[src/rtl/link_rx_pkg.sv]
package link_rx_pkg;

  localparam int DATA_W = 32;
  localparam int DEST_W = 8;
  localparam int TAG_W  = 4;
  localparam int WORD_W = DATA_W + TAG_W;

  // tag bit positions; the sender encodes words with these
  localparam int TAG_BEGIN = DATA_W;
  localparam int TAG_END   = DATA_W + 1;
  localparam int TAG_PAR   = DATA_W + 2;
  localparam int TAG_ERR   = DATA_W + 3;

  typedef struct packed {
    logic [DEST_W-1:0] dest;
    logic              first;
    logic              last;
    logic              err;
    logic [DATA_W-1:0] data;
  } flit_t;

  localparam int FLIT_W = $bits(flit_t);

  function automatic logic data_parity(input logic [DATA_W-1:0] d);
    return ^d;
  endfunction

endpackage

[src/rtl/link_rx_frame.sv]
module link_rx_frame
  import link_rx_pkg::*;
#(
  parameter int DEST_LSB = 24
) (
  input  logic              clk,
  input  logic              rst_n,
  input  logic              acc_i,
  input  logic [WORD_W-1:0] word_i,
  output flit_t             flit_o,
  output logic              frame_err_o,
  output logic              parity_err_o
);

  logic [DATA_W-1:0] data_w;
  logic              begin_w, end_w, par_w, errtag_w;
  logic              par_bad, frame_bad;

  logic              open_q, open_d;
  logic [DEST_W-1:0] dest_q, dest_d;
  logic              frame_q, frame_d;
  logic              sticky_q, sticky_d;

  assign data_w   = word_i[DATA_W-1:0];
  assign begin_w  = word_i[TAG_BEGIN];
  assign end_w    = word_i[TAG_END];
  assign par_w    = word_i[TAG_PAR];
  assign errtag_w = word_i[TAG_ERR];

  assign par_bad   = data_parity(data_w) != par_w;
  assign frame_bad = begin_w ? open_q : !open_q;

  always_comb begin
    flit_o.data  = data_w;
    flit_o.first = begin_w;
    flit_o.last  = end_w;
    flit_o.err   = errtag_w | par_bad | frame_bad;
    flit_o.dest  = begin_w ? data_w[DEST_LSB +: DEST_W] : dest_q;
  end

  // next state
  always_comb begin
    open_d   = open_q;
    dest_d   = dest_q;
    frame_d  = 1'b0;
    sticky_d = sticky_q;
    if (acc_i) begin
      frame_d  = frame_bad;
      sticky_d = sticky_q | par_bad;
      if (begin_w) begin
        open_d = !end_w;
        dest_d = data_w[DEST_LSB +: DEST_W];
      end else if (end_w) begin
        open_d = 1'b0;
      end
    end
  end

  always_ff @(posedge clk or negedge rst_n) begin
    if (!rst_n) begin
      open_q   <= 1'b0;
      dest_q   <= '0;
      frame_q  <= 1'b0;
      sticky_q <= 1'b0;
    end else begin
      open_q   <= open_d;
      dest_q   <= dest_d;
      frame_q  <= frame_d;
      sticky_q <= sticky_d;
    end
  end

  assign frame_err_o  = frame_q;
  assign parity_err_o = sticky_q;

endmodule

[src/rtl/link_rx_fifo.sv]
module link_rx_fifo #(
  parameter int W     = 8,
  parameter int DEPTH = 4
) (
  input  logic         clk,
  input  logic         rst_n,
  input  logic         wr_i,
  input  logic [W-1:0] din_i,
  input  logic         rd_i,
  output logic [W-1:0] dout_o,
  output logic         full_o,
  output logic         empty_o
);

  localparam int AW = (DEPTH > 1) ? $clog2(DEPTH) : 1;
  localparam int CW = $clog2(DEPTH + 1);

  logic [AW-1:0] wr_q, wr_d, rd_q, rd_d;
  logic [CW-1:0] cnt_q, cnt_d;
  logic          do_wr, do_rd;
  logic [W-1:0]  slot_view [DEPTH];

  assign full_o  = cnt_q == CW'(DEPTH);
  assign empty_o = cnt_q == '0;
  assign do_wr   = wr_i && !full_o;
  assign do_rd   = rd_i && !empty_o;

  function automatic logic [AW-1:0] ptr_inc(input logic [AW-1:0] p);
    return (p == AW'(DEPTH - 1)) ? '0 : p + AW'(1);
  endfunction

  for (genvar i = 0; i < DEPTH; i++) begin : g_slot
    logic [W-1:0] slot_q;
    logic         slot_en;
    assign slot_en = do_wr && (wr_q == AW'(i));
    always_ff @(posedge clk) begin
      if (slot_en) slot_q <= din_i;
    end
    assign slot_view[i] = slot_q;
  end

  assign dout_o = slot_view[rd_q];

  always_comb begin
    wr_d  = do_wr ? ptr_inc(wr_q) : wr_q;
    rd_d  = do_rd ? ptr_inc(rd_q) : rd_q;
    cnt_d = cnt_q;
    if (do_wr && !do_rd) cnt_d = cnt_q + CW'(1);
    else if (!do_wr && do_rd) cnt_d = cnt_q - CW'(1);
  end

  always_ff @(posedge clk or negedge rst_n) begin
    if (!rst_n) begin
      wr_q  <= '0;
      rd_q  <= '0;
      cnt_q <= '0;
    end else begin
      wr_q  <= wr_d;
      rd_q  <= rd_d;
      cnt_q <= cnt_d;
    end
  end

endmodule

[src/rtl/link_rx_credit.sv]
module link_rx_credit (
  input  logic clk,
  input  logic rst_n,
  input  logic pop_i,
  output logic credit_o
);

  logic credit_q, credit_d;

  assign credit_d = pop_i;

  always_ff @(posedge clk or negedge rst_n) begin
    if (!rst_n) credit_q <= 1'b0;
    else        credit_q <= credit_d;
  end

  assign credit_o = credit_q;

endmodule

[src/rtl/link_rx_port.sv]
module link_rx_port
  import link_rx_pkg::*;
#(
  parameter int DEPTH    = 4,
  parameter int DEST_LSB = 24
) (
  input  logic        clk,
  input  logic        rst_n,
  input  logic        lnk_valid_i,
  input  logic [35:0] lnk_word_i,
  output logic        lnk_credit_o,
  output logic        flit_valid_o,
  input  logic        flit_ready_i,
  output logic [31:0] flit_data_o,
  output logic        flit_first_o,
  output logic        flit_last_o,
  output logic        flit_err_o,
  output logic [7:0]  head_dest_o,
  output logic        parity_err_o,
  output logic        frame_err_o
);

  logic  wr_en, rd_en, full, empty;
  flit_t in_flit, head_flit;

  assign wr_en        = lnk_valid_i && !full;
  assign flit_valid_o = !empty;
  assign rd_en        = flit_valid_o && flit_ready_i;

  link_rx_frame #(.DEST_LSB(DEST_LSB)) u_frame (
    .clk          (clk),
    .rst_n        (rst_n),
    .acc_i        (wr_en),
    .word_i       (lnk_word_i),
    .flit_o       (in_flit),
    .frame_err_o  (frame_err_o),
    .parity_err_o (parity_err_o)
  );

  link_rx_fifo #(.W(FLIT_W), .DEPTH(DEPTH)) u_fifo (
    .clk     (clk),
    .rst_n   (rst_n),
    .wr_i    (wr_en),
    .din_i   (in_flit),
    .rd_i    (rd_en),
    .dout_o  (head_flit),
    .full_o  (full),
    .empty_o (empty)
  );

  link_rx_credit u_credit (
    .clk      (clk),
    .rst_n    (rst_n),
    .pop_i    (rd_en),
    .credit_o (lnk_credit_o)
  );

  assign flit_data_o  = head_flit.data;
  assign flit_first_o = head_flit.first;
  assign flit_last_o  = head_flit.last;
  assign flit_err_o   = head_flit.err;
  assign head_dest_o  = head_flit.dest;

endmodule

[config.mk]
export PLATFORM = sky130hd
export DESIGN_NAME = link_rx_port
export DESIGN_NICKNAME = d
export VERILOG_FILES = /design/src/rtl/link_rx_pkg.sv /design/src/rtl/link_rx_frame.sv /design/src/rtl/link_rx_fifo.sv /design/src/rtl/link_rx_credit.sv /design/src/rtl/link_rx_port.sv
export SDC_FILE = /design/constraint.sdc
export NUM_CORES = 1
export LEC_CHECK = 0
export ABC_AREA = 1
export BUFFER_PORTS_ARGS = -buffer_cell sky130_fd_sc_hd__buf_2
export CAP_MARGIN = 0
export CORE_MARGIN = 8
export CORE_UTILIZATION = 45
export CTS_CLUSTER_SIZE = 30
export DETAILED_ROUTE_END_ITERATION = 16
export RECOVER_POWER = 100
export SYNTH_ARGS = -nofsm -noshare
export SYNTH_HDL_FRONTEND = slang
export SYNTH_SLANG_ARGS = --single-unit
[constraint.sdc]
create_clock -name clk -period 5.6 [get_ports clk]
set_clock_uncertainty 0.2 [all_clocks]
set_input_delay 0.84 -clock clk [delete_from_list [all_inputs] [get_ports clk]]
set_output_delay 0.84 -clock clk [all_outputs]
set_load 0.05 [all_outputs]
==> run summary <==
worst-path maximum fanout -> 48
DRC violations left -> 0
DR WL/cell -> 16.8 um
Chip Height -> 150 um
Synth top area share -> 0.643
worst path cell trace -> inv_1 -> clkbuf_2 -> o21ai_0 -> o22ai_1 -> buf_2
final setup fails -> 0
root buf cell -> clkbuf_16
Slew headroom -> -0.987
met1 Usage GRT -> 0.191
max-cap viol count -> 6
M3 GR Usage -> 0.0414
number of global-route vias before repair -> 5370
nets@finish -> 831
Reg clk slew, reported paths -> 0.07 ns
TritonRoute pass-1 iters -> 5
area of the core -> 17700 um^2
DP HPWL -> 10400 um
asr flop ratio synth -> 0.0995
Worst EP required -> 4.56 ns
failing checks -> capacitance limit, slew limit
post-placement setup slack -> 2.31 ns
endpoint class of the critical path -> output pin
gr ovfl total -> 0
post-route ant nets -> 0
Cell Pwr Density -> 589 nW/um^2
worst hold path class -> reg2reg
Post-Syn Instances -> 702
initial antenna violation count -> 1
worst setup margin -> 1.24 ns
CP Launch Type -> register
num rows -> 49
WL final -> 17300 um
Hold Buf Count CTS -> 0
share of cells above drive strength 1 -> 0.0891
count of cell types in the netlist -> 26
critical path arrival -> 3.32 ns
met2 Resource Use GR -> 0.276
full die area -> 22400 um^2
drt first-iter violations -> 347
flops & latches, synth -> 191
RePlAce Congestion -> 0.728
Top Family by Delay on Critical Path -> buffers and inverters
Longest Clk Path Bufs -> 2
post-DR vias/cell -> 5.20
GRT busiest layer -> met2
Mapped Area -> 8030 um^2
Post-synth EDFFs -> 172
post-CTS setup buffer count -> 0
Num CTS Buffers -> 17
top post-synthesis cells by area -> edfxtp_1 (64%), nand2_1 (6.5%), o21ai_0 (6.0%)
CP Buf/Inv Count -> 3
mean post-synth cell area -> 11.4 um^2
global-route wire length before repair -> 27500 um
H-tree levels -> 4
Die Wd -> 150 um
PostCTS Resize Cnt -> 0
setup_tns -> 0 ns
pin count of the biggest net entering global routing -> 89
ant diodes -> 0
P&R area growth vs syn -> 14.1%
insertion delay to the later sink of the worst-skew pair -> 0.43 ns
worst-margin pin slew -> 2.98 ns
post-synthesis sequential area ratio -> 0.703
Initial Utilization -> 0.453
# IOs -> 87
DP Cell Count -> 994
status -> finished, violations left
Post-synth top flop -> edfxtp_1
final non-filler cell total -> 1026
clk sinks -> 191
Final Max Tran Viols -> 180
port bufs -> 86
Synthesized Nets -> 749
post-synth top area cell -> edfxtp_1
Yosys Warn Count -> 0
Final Critical Period -> 4.36 ns
Leak -> 3.41 nW
RSZ-0062 raised after global routing -> false
CP max stage cell -> inv_1
via count -> 5335
Hold Violations, Final -> 0
Final Util -> 0.517
fin crit share -> 0.778
Worst VDD drop -> 0.000370 V
CP Class -> reg2out
CP peak stage delay -> 0.98 ns
CTS tree -> done
total track usage -> 0.160
Max Fclk -> 0.230 GHz
## metrics by stage
stage	instance area (um^2)	power, W	hold WS (ns)
2_1_floorplan	8030	0.00372	0.283
5_1_grt	9160	0.00570	0.353
3_3_place_gp	8700	0.00430	0.298
6_report	9160	0.00539	0.313
3_5_place_dp	8700	0.00435	0.303
4_1_cts	9280	0.00550	0.149
## worst register-to-register path, delay by kind of cell (launching register included)
family        cells  cell delay [ns]
buf+inv           1             1.27
simple gates      4             1.88
flops             1             0.41
## flip-flops by register name (all words and copies together) (netlist names)
signal and flops:
u_fifo.cnt_q 3, u_fifo.g_slot.slot_q 172, u_fifo.rd_q 2, u_frame.parity_err_o 1
u_fifo.wr_q 2, u_frame.frame_err_o 1, u_frame.open_q 1, u_frame.dest_q 8
u_credit.credit_o 1
## synthesized netlist by cell type (2+ instances only)
| cell type | number |
|---|---|
| inv_2 | 4 |
| o21ai_1 | 10 |
| xnor2_1 | 8 |
| inv_1 | 43 |
| clkbuf_1 | 22 |
| clkinv_1 | 2 |
| edfxtp_1 | 172 |
| o22ai_1 | 43 |
| nand3_1 | 8 |
| buf_2 | 7 |
| o21ai_0 | 97 |
| ha_1 | 6 |
| nand3_2 | 2 |
| nor2_1 | 98 |
| dfrtp_1 | 19 |
| xor2_1 | 10 |
| nand2_2 | 3 |
| nand2_1 | 140 |
## final timing paths
check | endpoint | from | slack [ns] | cells past startpoint
max in group asynchronous | u_fifo.rd_q[0] | rst_n | 4.08 | 1
worst min register to register | u_frame.parity_err_o | u_frame.parity_err_o | 0.31 | 2
worst max register to register | u_fifo.g_slot[2].slot_q[42] | u_fifo.cnt_q[0] | 1.42 | 5
worst max-delay path | head_dest_o[3] | u_fifo.rd_q[0] | 1.24 | 5
worst min-delay path | u_frame.parity_err_o | u_frame.parity_err_o | 0.31 | 2
min in group asynchronous | u_fifo.wr_q[0] | rst_n | 0.39 | 1
## placed cells by master (no fill, tap or decap), types with 6 or more instances in the layout
cell,instances
nand2_1,140
o22ai_1,43
ha_1,6
o21ai_0,107
edfxtp_1,172
dfrtp_1,18
clkbuf_16,18
clkbuf_1,66
xnor2_1,8
xor2_1,10
inv_1,44
buf_2,24
nor2_1,96
nand3_1,10
## power breakdown
part	switching [W]	leakage, nW	total [W]	internal (W)
registers	0.0000708	1.80	0.00198	0.00191
logic	0.00181	1.32	0.00225	0.000443
clock network	0.000543	0.286	0.00115	0.000611
total	0.00242	3.41	0.00539	0.00297
## cells by family (layout without fill, tap and decap cells)
| logic type | count (synthesis) | count (layout) | share of synthesized area |
|---|---|---|---|
| simple gates | 253 | 253 | 0.123 |
| fa+ha+maj | 7 | 7 | 0.0118 |
| flops | 191 | 191 | 0.703 |
| buf+inv | 80 | 175 | 0.0399 |
| compound gates | 152 | 152 | 0.102 |
| xor+xnor | 18 | 18 | 0.0196 |
| mux | 1 | 1 | 0.00140 |
## final cells by class
cell class | count | area (um^2)
clock buffer | 18 | 450
clock inverter | 14 | 126
fill | 1575 | 8560
inverter | 49 | 184
multi-input combinational | 431 | 2070
sequential | 191 | 5640
tap | 229 | 287
timing repair buffer | 94 | 395
## metal layers
metal  vias to the layer above  share of wire  wire, um
met1                      2599           0.42      7270
met5                         -        0.00075        13
li1                       2603              -         -
met4                         2          0.012       211
met3                        14          0.062      1080
met2                       117           0.50      8700
Power figures use the tool's default switching activity.
